File: config.mk
export PLATFORM = sky130hd
export DESIGN_NAME = rate_err_mon
export DESIGN_NICKNAME = d
export VERILOG_FILES = /design/src/rtl/rate_err_mon.sv
export SDC_FILE = /design/constraint.sdc
export NUM_CORES = 1
export LEC_CHECK = 0
export ABC_AREA = 0
export CORE_AREA = 4 4 50 52
export DETAILED_ROUTE_END_ITERATION = 6
export DIE_AREA = 0 0 54 56
export PLACE_DENSITY = 0.82
export RECOVER_POWER = 50
export SYNTH_ARGS = -nofsm -noshare
export SYNTH_HDL_FRONTEND = slang
export SYNTH_SLANG_ARGS = --single-unit
export TNS_END_PERCENT = 20
File: constraint.sdc
create_clock -name clk -period 5.16 [get_ports clk]
set_input_delay 0.516 -clock clk [delete_from_list [all_inputs] [get_ports clk]]
set_output_delay 0.516 -clock clk [all_outputs]
set_load 0.05 [all_outputs]
File: src/rtl/rate_err_mon.sv
module rate_err_mon #(
  parameter int TW = 8,
  parameter int EW = 3
) (
  input  logic          clk,
  input  logic          rst_n,
  input  logic          rx_in,
  input  logic [TW-1:0] bit_len,
  input  logic [EW-1:0] thresh,
  input  logic          pre_clr,
  output logic          rate_err
);

  logic          s1, s2, s3;
  logic [TW-1:0] gap;
  logic [EW-1:0] cnt;
  logic [EW:0]   next_cnt;
  logic          edge_seen, short_gap, armed, hit;

  assign edge_seen = s2 ^ s3;
  assign short_gap = edge_seen && (gap < bit_len);
  assign armed     = (thresh != '0);
  assign next_cnt  = {1'b0, cnt} + 1'b1;
  assign hit       = short_gap && armed && !pre_clr && (next_cnt >= {1'b0, thresh});

  always_ff @(posedge clk or negedge rst_n) begin
    if (!rst_n) begin
      s1 <= 1'b0;
      s2 <= 1'b0;
      s3 <= 1'b0;
    end else begin
      s1 <= rx_in;
      s2 <= s1;
      s3 <= s2;
    end
  end

  always_ff @(posedge clk or negedge rst_n) begin
    if (!rst_n)
      gap <= '1;
    else if (edge_seen)
      gap <= TW'(1);
    else if (gap < bit_len)
      gap <= gap + 1'b1;
  end

  always_ff @(posedge clk or negedge rst_n) begin
    if (!rst_n)
      cnt <= '0;
    else if (pre_clr || !armed)
      cnt <= '0;
    else if (short_gap)
      cnt <= hit ? '0 : next_cnt[EW-1:0];
  end

  always_ff @(posedge clk or negedge rst_n) begin
    if (!rst_n)
      rate_err <= 1'b0;
    else
      rate_err <= hit;
  end

endmodule

==> results of run 1 <==
==> report_power, final <==
group | leakage, nW | total, mW | switching (mW) | internal [mW]
registers | 0.173 | 0.146 | 0.0122 | 0.133
clock network | 0.0177 | 0.0648 | 0.0361 | 0.0287
logic | 0.354 | 0.0863 | 0.0460 | 0.0403
total | 0.545 | 0.297 | 0.0944 | 0.202
==> final timing paths <==
check                              startpoint                  to  slack, ns  cells past startpoint
max in group asynchronous               rst_n  cnt[1]$_DFFE_PN0P_       4.05                      1
hold reg to reg                  s1$_DFF_PN0_        s2$_DFF_PN0_       0.35                      0
setup / recovery                   bit_len[2]  cnt[2]$_DFFE_PN0P_       2.87                      8
hold / removal                   s1$_DFF_PN0_        s2$_DFF_PN0_       0.35                      0
setup reg to reg           gap[2]$_DFFE_PN1P_  cnt[2]$_DFFE_PN0P_       3.06                      6
min in group asynchronous               rst_n  cnt[2]$_DFFE_PN0P_       0.70                      1
==> cells by family (layout without fill, tap and decap cells) <==
group                    count (synthesis)  count (layout)  synth area share
multiplexers                             3               3            0.0308
XOR/XNOR                                 9               9            0.0808
AO/OA/AOI/OAI                           20              20             0.144
adder cells (fa/ha/maj)                 12              12             0.154
AND/OR/NAND/NOR                         31              31             0.154
flip-flops                              15              15             0.395
buffers and inverters                   11              30            0.0423
==> state kept, by name (all words and copies together), names as in the netlist <==
name      count
s1            1
s2            1
rate_err      1
s3            1
gap           8
cnt           3
==> worst max-delay path, stage by stage <==
cell and delay, ns:
clkdlybuf4s50_1 0.45, inv_1 0.04, ha_1 0.30, a211oi_2 0.24, o21ai_2 0.14, a211oi_2 0.38
o21ai_1 0.12, a32o_1 0.27
==> final cells by class <==
cell class | count | area, um^2
repair buffers | 15 | 150
flip-flops and latches | 15 | 385
clock inverters | 1 | 5.00
fillers | 190 | 917
inverters | 11 | 41.3
well taps | 28 | 35.0
clock buffers | 3 | 22.5
multi-input cells | 75 | 549
==> routing by layer <==
| metal | global-route usage | vias up | wire length (um) | share of wire |
|---|---|---|---|---|
| met5 | 0 | - | 0 | 0 |
| met4 | 0.0534 | 0 | 8 | 0.0048 |
| met3 | 0.0322 | 2 | 102 | 0.062 |
| met2 | 0.189 | 14 | 780 | 0.47 |
| met1 | 0.147 | 340 | 765 | 0.46 |
| li1 | - | 398 | - | - |
==> cells in the final DEF, fill, tap and decap left out, types with 3 or more instances in the layout <==
cell type,instances
nor2_1,12
xor2_1,3
clkdlybuf4s50_1,13
nand2_1,6
dfstp_2,8
clkbuf_4,3
o21ai_0,3
a21oi_1,4
ha_1,12
mux2i_1,3
a211oi_1,4
xnor2_1,6
inv_1,11
and3_1,3
dfrtp_1,7
==> stage by stage <==
step	utilization	power (mW)	hold slack, ns
floorplan	-	0.207	0.220
global placement	0.551	0.232	0.333
detailed placement	0.551	0.236	0.336
CTS	0.564	0.302	0.357
global route	0.564	0.320	0.367
finish	0.564	0.297	0.354
==> impl_metrics.json, run 1 <==
{
  "status": "completed",
  "port_buffers": 15,
  "fin_ws_ns": 2.87,
  "final_cell_count_no_fill": 148,
  "fmax_ghz": 0.436,
  "arrival_ns": 2.47,
  "synth-main-ff-cell": "dfstp_2",
  "postSynthNetCount": 128,
  "synthArstFlopShare": 1.00,
  "ctsRootBufferMaster": "clkbuf_4",
  "finalSetupViolCount": 0,
  "die-area_um2": 3020,
  "insertion_delay_ns": 0.27,
  "avgSynthCellArea_um2": 9.66,
  "first_pass_iters": 4,
  "die_w_um": 54,
  "hp-class": "reg -> reg",
  "grt_pass1_wl_um": 2730,
  "critical_path_peak_fanout": 7,
  "cts.clk_slew.worst_paths_ns": 0.09,
  "yosysWarnings": 0,
  "gp_congestion": 0.815,
  "drive_gt1_frac": 0.142,
  "antenna_found_initial": 0,
  "io_pins": 16,
  "synth_top_area_share": 0.215,
  "postPlaceCellArea_um2": 1160,
  "die_h_um": 56,
  "synth_commonest_cells": "12 x ha_1, 12 x nor2_1, 11 x inv_1, 8 x dfstp_2, 7 x dfrtp_1",
  "n_antenna_cell": 0,
  "clock_skew_ns": 0.00260,
  "core_um2": 2110,
  "p_leak_nw": 0.545,
  "overflow": 0,
  "vias": 754,
  "post_cts_buffers": 0,
  "max-vdd-ir-drop_mv": 0.170,
  "place_hpwl_um": 1370,
  "synth-edff-count": 0,
  "layout_min_cycle_time_ns": 2.29,
  "clkSinkCount": 15,
  "ys_ff_latch": 15,
  "cp.required_ns": 5.33,
  "cp-end-kind": "register",
  "crit_type": "in -> reg",
  "maxCapViolCount": 0,
  "grtUsageTotal": 0.119,
  "dp_cells": 144,
  "h-tree-depth": 1,
  "drt_iter0_markers": 14,
  "rsz0062_at_grt": "false",
  "final_nets": 148,
  "initial_core_util": 0.463,
  "yosysUniqueCellTypes": 27,
  "wire_per_inst_um": 11.2,
  "clockBufferDepth": 2,
  "drcViolationCount": 0,
  "yosys-top-cells-area": "dfstp_2 22%, dfrtp_1 18%, ha_1 15%, xnor2_1 5.4%, nor2_1 4.6%",
  "grt_max_degree": 16,
  "finalSetupTns_ns": 0,
  "slew_headroom": 0.570,
  "wirelength_um": 1660,
  "yosysTopAreaCell": "dfstp_2",
  "grt_pass1_vias": 708,
  "place_ws_ns": 2.55,
  "cts_hold_buf": 0,
  "period_share": 0.445,
  "synthCells": 101,
  "cts_tree": "built",
  "drv_slew": 0,
  "fin_area_um2": 1190,
  "yosysSeqAreaShare": 0.395,
  "cts-resized-gates": 0,
  "power.density_nw_per_um2": 250,
  "viasPerCell": 5.09,
  "synth_area_um2": 976,
  "area_delta_synth_final_pct": 21.8,
  "cts-buffers-inserted": 3,
  "ant_nets": 0,
  "num_rows": 17,
  "critPathLaunchType": "input port",
  "final-hold-violation-count": 0,
  "tightest_slew_ns": 0.642
}
Power figures use the tool's default switching activity.
==> run 2: changes to the inputs <==
- CORE_AREA: 4 4 50 52 -> 4 4 52 54
- DIE_AREA: 0 0 54 56 -> 0 0 56 58
- PLACE_DENSITY: 0.82 -> 0.79
- clock period: 5.16 -> 2.1 ns (I/O delays scaled with it)
==> run 2 against run 1 <==
Against the previous run:
- first-iteration DRC count is 21% higher
- combinational power grew to 3.1 times the previous value
- critical path depth decreased by 2
==> impl_metrics.json, run 2 (synthesized netlist as in run 1, its figures left out) <==
{
  "status": "completed",
  "seqPwrFrac": 0.453,
  "n_antenna_cell": 0,
  "finalSetupViolCount": 0,
  "p_int_uw": 526,
  "port_buffers": 15,
  "vias": 808,
  "grtUsageTotal": 0.126,
  "wire_per_inst_um": 12.5,
  "p_leak_nw": 0.586,
  "cp.required_ns": 2.27,
  "final_nets": 155,
  "overflow": 0,
  "final-hold-violation-count": 0,
  "combPwrFrac": 0.339,
  "dr_wl_met2_um": 971,
  "slew_headroom": 0.554,
  "period_share": 0.955,
  "critPathLaunchType": "register",
  "cts.clk_slew.worst_paths_ns": 0.09,
  "die_h_um": 58,
  "clkSinkCount": 15,
  "grt_pass1_wl_um": 3340,
  "antenna_found_initial": 0,
  "rsz0062_at_grt": "false",
  "clkPwrFrac": 0.208,
  "ant_nets": 0,
  "grt_max_degree": 16,
  "tightest_slew_ns": 0.666,
  "first_pass_iters": 4,
  "grt_pass1_vias": 830,
  "die_w_um": 56,
  "fmax_ghz": 0.499,
  "power.density_nw_per_um2": 622,
  "clock_skew_ns": 0.00429,
  "postPlaceCellArea_um2": 1210,
  "drt_iter0_markers": 17,
  "wirelength_um": 1940,
  "core_um2": 2210,
  "place_hpwl_um": 1610,
  "h-tree-depth": 1,
  "switching_share": 0.325,
  "ctsRootBufferMaster": "clkbuf_4",
  "drt-met1-wl_um": 847,
  "top_regs": "gap: 8 flops, cnt: 3 flops",
  "crit_type": "reg -> reg",
  "cts-resized-gates": 0,
  "drv_slew": 0,
  "layout_min_cycle_time_ns": 2.00,
  "largest_reg_flops": 8,
  "cp-end-kind": "register",
  "gp_congestion": 0.769,
  "cts_tree": "built",
  "arrival_ns": 2.18,
  "switchingPower_uw": 254,
  "num_rows": 17,
  "final_cell_mix": "13 x clkdlybuf4s50_1, 12 x nor2_1, 12 x ha_1, 11 x inv_1, 8 x dfstp_2",
  "routed.top_layer": "met3",
  "utilization": 0.566,
  "die-area_um2": 3250,
  "final_common_cell": "clkdlybuf4s50_1",
  "viasPerCell": 5.21,
  "hp-class": "reg -> reg",
  "insertion_delay_ns": 0.28,
  "area_delta_synth_final_pct": 28.3,
  "met3WireLength_um": 124,
  "drive_gt1_frac": 0.197,
  "maxCapViolCount": 0,
  "fin_area_um2": 1250,
  "critical_path_peak_fanout": 4,
  "initial_core_util": 0.441,
  "cts_hold_buf": 0,
  "clockBufferDepth": 2,
  "finalPower_uw": 780,
  "io_pins": 16,
  "post_cts_buffers": 0,
  "max_flop_register": "gap",
  "max-vdd-ir-drop_mv": 0.347,
  "cts-buffers-inserted": 3,
  "drcViolationCount": 0
}
==> run 2: path summary, 6_finish.rpt <==
path / end / startpoint / depth (start not counted) / slack (ns)
min in group asynchronous: cnt[1]$_DFFE_PN0P_ / rst_n / 1 / 0.40
max in group asynchronous: rate_err$_DFF_PN0_ / rst_n / 1 / 1.28
worst min-delay path: s2$_DFF_PN0_ / s1$_DFF_PN0_ / 0 / 0.36
worst min register to register: s2$_DFF_PN0_ / s1$_DFF_PN0_ / 0 / 0.36
worst max-delay path: cnt[2]$_DFFE_PN0P_ / gap[2]$_DFFE_PN1P_ / 6 / 0.1
worst max register to register: cnt[2]$_DFFE_PN0P_ / gap[2]$_DFFE_PN1P_ / 6 / 0.1
==> run 2: cell type report <==
type | instances | area (um^2)
fillers | 206 | 960
multi-input cells | 75 | 561
flip-flops and latches | 15 | 385
repair buffers | 22 | 203
inverters | 11 | 41.3
well taps | 28 | 35.0
clock buffers | 3 | 22.5
clock inverters | 1 | 5.00
==> run 2: critical path: stages (launching register included) <==
cell	delay [ns]
dfstp_2	0.55
ha_1	0.25
a211oi_2	0.25
o21ai_2	0.12
a211oi_4	0.34
o21ai_1	0.11
a32o_1	0.27
==> run 2: routing by layer <==
layer | vias to the layer above | global-route usage
met3 | 0 | 0.0379
met2 | 19 | 0.250
met1 | 386 | 0.133
met5 | - | 0
li1 | 403 | -
met4 | 0 | 0.0203
==> run 2: per-stage QoR <==
step	setup slack [ns]	std cells	setup TNS [ns]	hold WS (ns)
finish	0.0953	155	0	0.357
global route	0.0130	155	0	0.389
floorplan	0.139	101	0	-0.0856
detailed placement	-0.203	151	-0.751	0.339
CTS	0.0358	155	0	0.353
global placement	-0.0774	151	-0.140	0.336
==> run 2: power groups by stage <==
stage	registers, mW	clock network, mW	logic, mW
after floorplan	0.359	0	0.149
after global placement	0.355	0	0.245
after detailed placement	0.358	0	0.259
after CTS	0.353	0.171	0.261
after global routing	0.358	0.185	0.293
final	0.353	0.162	0.264
